<file path="src/rtl/manch_tx_pkg.sv">
package manch_tx_pkg;
    localparam int PHASE_W = 3;

    typedef enum logic [PHASE_W-1:0] {
        IDLE_LO    = 3'd0,
        IDLE_HI    = 3'd1,
        SOF_A      = 3'd2,
        SOF_B      = 3'd3,
        BIT_FIRST  = 3'd4,
        BIT_SECOND = 3'd5,
        EOF_A      = 3'd6,
        EOF_B      = 3'd7
    } tx_state_e;
endpackage

</file>
<file path="src/rtl/manch_tx_seq.sv">
module manch_tx_seq
    import manch_tx_pkg::*;
(
    input  logic      clk,
    input  logic      rst_n,
    input  logic      bit_valid,
    output tx_state_e state
);
    tx_state_e state_nx;

    // state register
    always_ff @(posedge clk or negedge rst_n) begin
        if (!rst_n) state <= IDLE_LO;
        else        state <= state_nx;
    end

    // next-state decode; bit_valid is looked at only in IDLE_HI and BIT_SECOND
    always_comb begin
        state_nx = state;
        unique case (state)
            IDLE_LO:    state_nx = IDLE_HI;
            IDLE_HI:    state_nx = bit_valid ? SOF_A : IDLE_LO;
            SOF_A:      state_nx = SOF_B;
            SOF_B:      state_nx = BIT_FIRST;
            BIT_FIRST:  state_nx = BIT_SECOND;
            BIT_SECOND: state_nx = bit_valid ? BIT_FIRST : EOF_A;
            EOF_A:      state_nx = EOF_B;
            EOF_B:      state_nx = IDLE_LO;
        endcase
    end

    p_idle_stay_r2: assert property (@(posedge clk) disable iff (!rst_n)
        (state == IDLE_HI && !bit_valid) |=> state == IDLE_LO);
    p_one_clock_r3: assert property (@(posedge clk) disable iff (!rst_n)
        state == IDLE_LO |=> state == IDLE_HI);
    p_sof_run_r4: assert property (@(posedge clk) disable iff (!rst_n)
        (state == IDLE_HI && bit_valid) |=> state == SOF_A);
    p_sof_chain_r4: assert property (@(posedge clk) disable iff (!rst_n)
        state == SOF_A |=> state == SOF_B);
    p_eof_chain_r5: assert property (@(posedge clk) disable iff (!rst_n)
        state == EOF_B |=> state == IDLE_LO);
    p_bit_pair_r7: assert property (@(posedge clk) disable iff (!rst_n)
        state == BIT_FIRST |=> state == BIT_SECOND);
endmodule

</file>
<file path="src/rtl/manch_tx_sym.sv">
module manch_tx_sym
    import manch_tx_pkg::*;
(
    input  logic      clk,
    input  logic      rst_n,
    input  tx_state_e state,
    input  logic      bit_in,
    output logic      line_out,
    output logic      bit_take
);
    logic held_bit;

    // keep the bit sent in BIT_FIRST so BIT_SECOND can drive its inverse
    always_ff @(posedge clk or negedge rst_n) begin
        if (!rst_n)                  held_bit <= 1'b0;
        else if (state == BIT_FIRST) held_bit <= bit_in;
    end

    // half-bit output decode
    always_comb begin
        line_out = 1'b0;
        bit_take = 1'b0;
        unique case (state)
            IDLE_LO:    line_out = 1'b0;
            IDLE_HI:    line_out = 1'b1;
            SOF_A:      line_out = 1'b1;
            SOF_B:      line_out = 1'b1;
            BIT_FIRST:  line_out = bit_in;
            BIT_SECOND: begin
                line_out = ~held_bit;
                bit_take = 1'b1;
            end
            EOF_A:      line_out = 1'b0;
            EOF_B:      line_out = 1'b0;
        endcase
    end

    p_mid_transition_r1: assert property (@(posedge clk) disable iff (!rst_n)
        state == BIT_SECOND |-> line_out != $past(line_out));
    p_three_high_r4: assert property (@(posedge clk) disable iff (!rst_n)
        state == SOF_B |-> (line_out && $past(line_out) && $past(line_out, 2)));
    p_three_low_r5: assert property (@(posedge clk) disable iff (!rst_n)
        (state == IDLE_LO && $past(state) == EOF_B)
            |-> (!line_out && !$past(line_out) && !$past(line_out, 2)));
endmodule

</file>
<file path="src/rtl/manch_line_tx.sv">
module manch_line_tx
    import manch_tx_pkg::*;
(
    input  logic               clk,
    input  logic               rst_n,
    input  logic               bit_valid,
    input  logic               bit_in,
    output logic               bit_take,
    output logic               line_out,
    output logic [PHASE_W-1:0] phase
);
    tx_state_e state;

    manch_tx_seq i_seq (
        .clk       (clk),
        .rst_n     (rst_n),
        .bit_valid (bit_valid),
        .state     (state)
    );

    manch_tx_sym i_sym (
        .clk      (clk),
        .rst_n    (rst_n),
        .state    (state),
        .bit_in   (bit_in),
        .line_out (line_out),
        .bit_take (bit_take)
    );

    assign phase = state;

    p_take_next_r6: assert property (@(posedge clk) disable iff (!rst_n)
        bit_take |=> (phase == BIT_FIRST || phase == EOF_A));
    p_take_continue_r6: assert property (@(posedge clk) disable iff (!rst_n)
        (bit_take && bit_valid) |=> phase == BIT_FIRST);
    p_reset_quiet_r8: assert property (@(posedge clk)
        !rst_n |-> (!line_out && !bit_take && phase == IDLE_LO));
endmodule

</file>
<file path="config.mk">
export PLATFORM = sky130hd
export DESIGN_NAME = manch_line_tx
export DESIGN_NICKNAME = d
export VERILOG_FILES = /design/src/rtl/manch_tx_pkg.sv /design/src/rtl/manch_tx_seq.sv /design/src/rtl/manch_tx_sym.sv /design/src/rtl/manch_line_tx.sv
export SDC_FILE = /design/constraint.sdc
export NUM_CORES = 1
export LEC_CHECK = 0
export ABC_AREA = 1
export CELL_PAD_IN_SITES_DETAIL_PLACEMENT = 0
export CELL_PAD_IN_SITES_GLOBAL_PLACEMENT = 2
export CORE_AREA = 2 2 39 41
export CTS_CLUSTER_DIAMETER = 80
export CTS_CLUSTER_SIZE = 28
export DETAILED_ROUTE_END_ITERATION = 7
export DIE_AREA = 0 0 41 43
export HOLD_SLACK_MARGIN = 0.03
export PLACE_DENSITY_LB_ADDON = 0.3
export SLEW_MARGIN = 20
export SYNTH_ARGS = -nofsm -noshare
export SYNTH_HDL_FRONTEND = slang
export SYNTH_SLANG_ARGS = --single-unit
</file>
<file path="constraint.sdc">
create_clock -name clk -period 1.02 [get_ports clk]
set_clock_uncertainty 0.2 [all_clocks]
set_input_delay 0.102 -clock clk [delete_from_list [all_inputs] [get_ports clk]]
set_output_delay 0.102 -clock clk [all_outputs]
set_load 0.02 [all_outputs]
</file>
Word level (Yosys, flattened, before mapping)
Index checks and enable logic that the tools add are counted.
W data, S select, Z words.

operators by class
  eq/ne operators = 7
  multiplexer cells = 5
  bitwise gates (word level) = 1
  reduce and logical (&&, ||, !) cells = 3

operators by type and width
  kind                  count
  $pmux W3 S8           1
  $eq A3 B3 Y1 const B  4
  $eq A3 B2 Y1 const B  2
  $reduce_or A3 Y1      2
  $mux W2               2
  $pmux W1 S4           1
  $eq A3 B1 Y1 const B  1
  $logic_not A3 Y1      1
  $mux W1               1
  $not A1 Y1            1

storage, ports and cells
  register bits = 4
  bits of input ports = 4
  output and inout bits = 5
  logic and storage cells = 18

Depth between registers and ports, before layout
  depth after elaboration = 3
  depth in mapped cells = 5
  depth with buffers taken out = 5

By module
Synthesis repeated with hierarchy kept, for this count alone.

unflattened totals
  cell total of the unflattened synthesis = 26
  area, all modules = 211.5 µm²

by module, submodules not included
  module        times used  cells each  area an instance (µm²)  sequential area each (µm²)
  manch_tx_seq  1           14          135.1                   75.1
  manch_tx_sym  1           12          76.3                    25.0

Worst setup path before layout
Ideal clock, no wire load.

  kind = reg2out
  start = register i_seq.state[2]
  end = output port bit_take
  arrival = 1.081 ns
  data required time = 0.718 ns
  slack = -0.363 ns
  cell stages (with the launch flop) = 3
  path buffers = 0
  cell sequence = dfrtp_1 > inv_2 > nor3_1

between the ends
  longest elaborated chain between the ends = 2

RTL lines
  item                    line                RTL
  from (decl)             manch_tx_seq.sv:7   output tx_state_e state
  from (signal assigned)  manch_tx_seq.sv:14  else state <= state_nx;
  $eq A3 B3 Y1            manch_tx_sym.sv:23  unique case (state)
  $mux W1                 manch_tx_sym.sv:23
  to (decl)               manch_line_tx.sv:8  output logic bit_take,

No other way between the ends.

Final worst setup path
  start = register i_seq.state[1]
  end = output port line_out

between the ends
  longest elaborated chain between the ends = 3
  elaborated cells between the ends (all ways) = 11
  those cells by class = eq/ne: 7; mux: 1; reduce/logical: 3

RTL lines
  item                                  line                RTL
  $eq A3 B3 Y1 (tied with other cells)  manch_tx_sym.sv:23
  $reduce_or A3 Y1 (no source line)     -
  $pmux W1 S4 (*)                       manch_tx_sym.sv:23
  to (decl)                             manch_line_tx.sv:9  output logic line_out,

Mark *: on every way between the ends. The rest lies on a longest branch, timed or not.

==> flow_summary.toml <==
[finish]
layout.nets = 57
instances_no_fill = 68
n_antenna_cell = 0
post-route-util_pct = 36.5
drive_gt1_share_pct = 69.2
area_growth_pct = 156

[place]
dp.cells = 58
place_ws_ps = -625
place.gp.congestion = 0.650
portBuffers = 8
dp_hpwl_microns = 443

[route]
drt_iter0_drc = 1
wl_met3_microns = 31
highest_layer = "met3"
antenna_left = 0
wl_microns = 628
viasPerCell = 3.76
avgRoutedWirePerCell_microns = 9.24
dr_total_vias = 256
route.detailed.drc = 0
wl_met2_microns = 371
drt-met1-wl_microns = 225
dr.pass1.iters = 2

[pwr]
leakagePower_nw = 0.254
power_density_mw_per_mm2 = 2750
total_power_mw = 1.39
vdd_drop_max_uv = 959

[setup_path]
cp.arrival_ps = 1100
max_stage_delay_ps = 470
cp.required_ps = 720
crit_family = "flip-flops"
r2r_cells = 7
critPathMaxFanout = 6
cp_slowest_cell = "dfrtp_2"
worst_setup_path_end_kind = "output port"
path_class = "register to output port"
path_cells = "nor2_4, nand3_4, nand2_4, buf_6"
regToRegSetupSlack_ps = -290
cp-start-kind = "register"
reg2reg_from = "i_seq.state[1]"
reg2reg_to = "i_seq.state[1]"
critical_path_buf_inv_count = 1

[clocking]
clk_path_buf_depth = 2
cts_tree = "done"
cts-root-buf = "clkbuf_4"
clock_sinks = 4
numCtsBuffers = 3
clk_latency_ps = 230
ctsHoldBuffers = 1
clk_pin_slew_ps = 40
cts_max_level = 1

[die]
start_util_pct = 14.3
placementRows = 14
design.core.area_sq_mm = 0.00138
dieArea_sq_mm = 0.00176
pin_count = 9
die_x_microns = 41
dieHeight_microns = 43

[synth]
yosysMostFrequentCell = "nand2_1"
ys.flop_type = "dfrtp_1"
ys.warnings.count = 0
async_flop_share_pct = 100
ys_top_cells_by_area = "dfrtp_1 51%, nand2_1 15%, inv_1 11%"
netlist_area_sq_um = 198
synth.avg_cell_area_sq_um = 7.32
synth_seq_cells = 4
synthCells = 27
synthTopCellsByCount = "8 x nand2_1, 6 x inv_1, 4 x dfrtp_1"
syn_nets = 31
synth_edf_count = 0
yosysSeqAreaShare_pct = 50.6
synth_cell_types = 10
synth_top_area_share_pct = 50.6
synth_top_area_cell = "dfrtp_1"

[run_status]
violations = "negative hold slack, negative setup slack"
status = "finished, violations left"

[sta]
worst_slew_margin_rel_pct = 87.8
finalCriticalPeriod_ps = 1400
hold_slack_ps = -64.3
fmax_mhz = 712
worst_pin_slew_ps = 182
setup_ws_ps = -385
hold_viol = 4
setup_viol = 8
min_period_over_period_pct = 138
tns_ps = -2150
slew_viol_final = 0
rsz0062_at_grt = "yes"

[hold_path]
hold_class = "input port to async pin"

[global_route]
grt_pass1_wl_mm = 1.05
grt_antenna_before_repair = 0
grt_max_degree = 7
grt_pass1_vias = 247
grt_overflow = 0
track_usage_pct = 9.38

[flow_run]
maxCapViolations = 0
==> kinds of logic (layout without fill, tap and decap cells) <==
family | Yosys count | after routing | share of synthesized area [%]
buf+inv | 7 | 32 | 13.3
xor+xnor | 1 | 1 | 4.43
compound gates | 2 | 2 | 5.06
simple gates | 13 | 13 | 26.6
flops | 4 | 4 | 50.6
==> through the flow <==
stage	area [sq um]	hold WS (ps)
final	505	-64.3
after global routing	505	-51.4
after CTS	479	314
after detailed placement	380	120
after global placement	380	114
after floorplan	228	-394
==> power by group <==
part / leakage [nW] / internal [mW] / switching, mW
combinational: 0.196 / 0.470 / 0.375
clock: 0.0150 / 0.147 / 0.0682
sequential: 0.0434 / 0.226 / 0.106
total: 0.254 / 0.843 / 0.549
==> flip-flops by register name (all words and copies together), names as in the netlist <==
name,flops
i_sym.held_bit,1
i_seq.state,3
==> area by class of cell <==
type	count	area [sq um]
Multi-Input combinational cell	16	126
Timing Repair Buffer	21	203
Tap cell	16	20.0
Sequential cell	4	104
Inverter	7	26.3
Clock buffer	4	26.3
Fill cell	142	878
==> worst max-delay path by stage <==
stage | cells after the start | to | slack (ps) | start
floorplan | 4 | line_out | -80 | i_seq.state[1]
global placement | 4 | line_out | -630 | i_seq.state[1]
detailed placement | 4 | line_out | -620 | bit_in
CTS | 4 | line_out | -390 | i_seq.state[1]
global route | 5 | line_out | -450 | i_seq.state[1]
finish | 4 | line_out | -380 | i_seq.state[1]
==> layer usage <==
metal	vias to the layer above	global-route usage [%]
li1	131	-
met4	0	6.00
met3	0	4.71
met5	-	0
met1	120	10.1
met2	5	13.8
==> placed cells by master (no fill, tap or decap) <==
cell type,n
nor2_1,1
nand2_1,4
nand2_2,3
dlygate4sd3_1,1
buf_4,8
nand3_2,1
o21ai_2,1
dfrtp_1,1
dfrtp_2,3
inv_1,4
nor2_4,1
clkbuf_4,3
clkbuf_1,1
nor3_4,1
nand3_4,1
o21ai_1,1
xor2_1,1
clkdlybuf4s50_1,2
buf_6,10
nand2_4,1
inv_2,3
==> timing repair <==
item                       in CTS  in global routing
setup endpoints to repair       8                 12
resized for setup              36                  7
setup buffers                   5                  2
pin swaps                       2                  2
cloned                          0                  0
hold endpoints to repair        4                  4
Power figures use the tool's default switching activity.
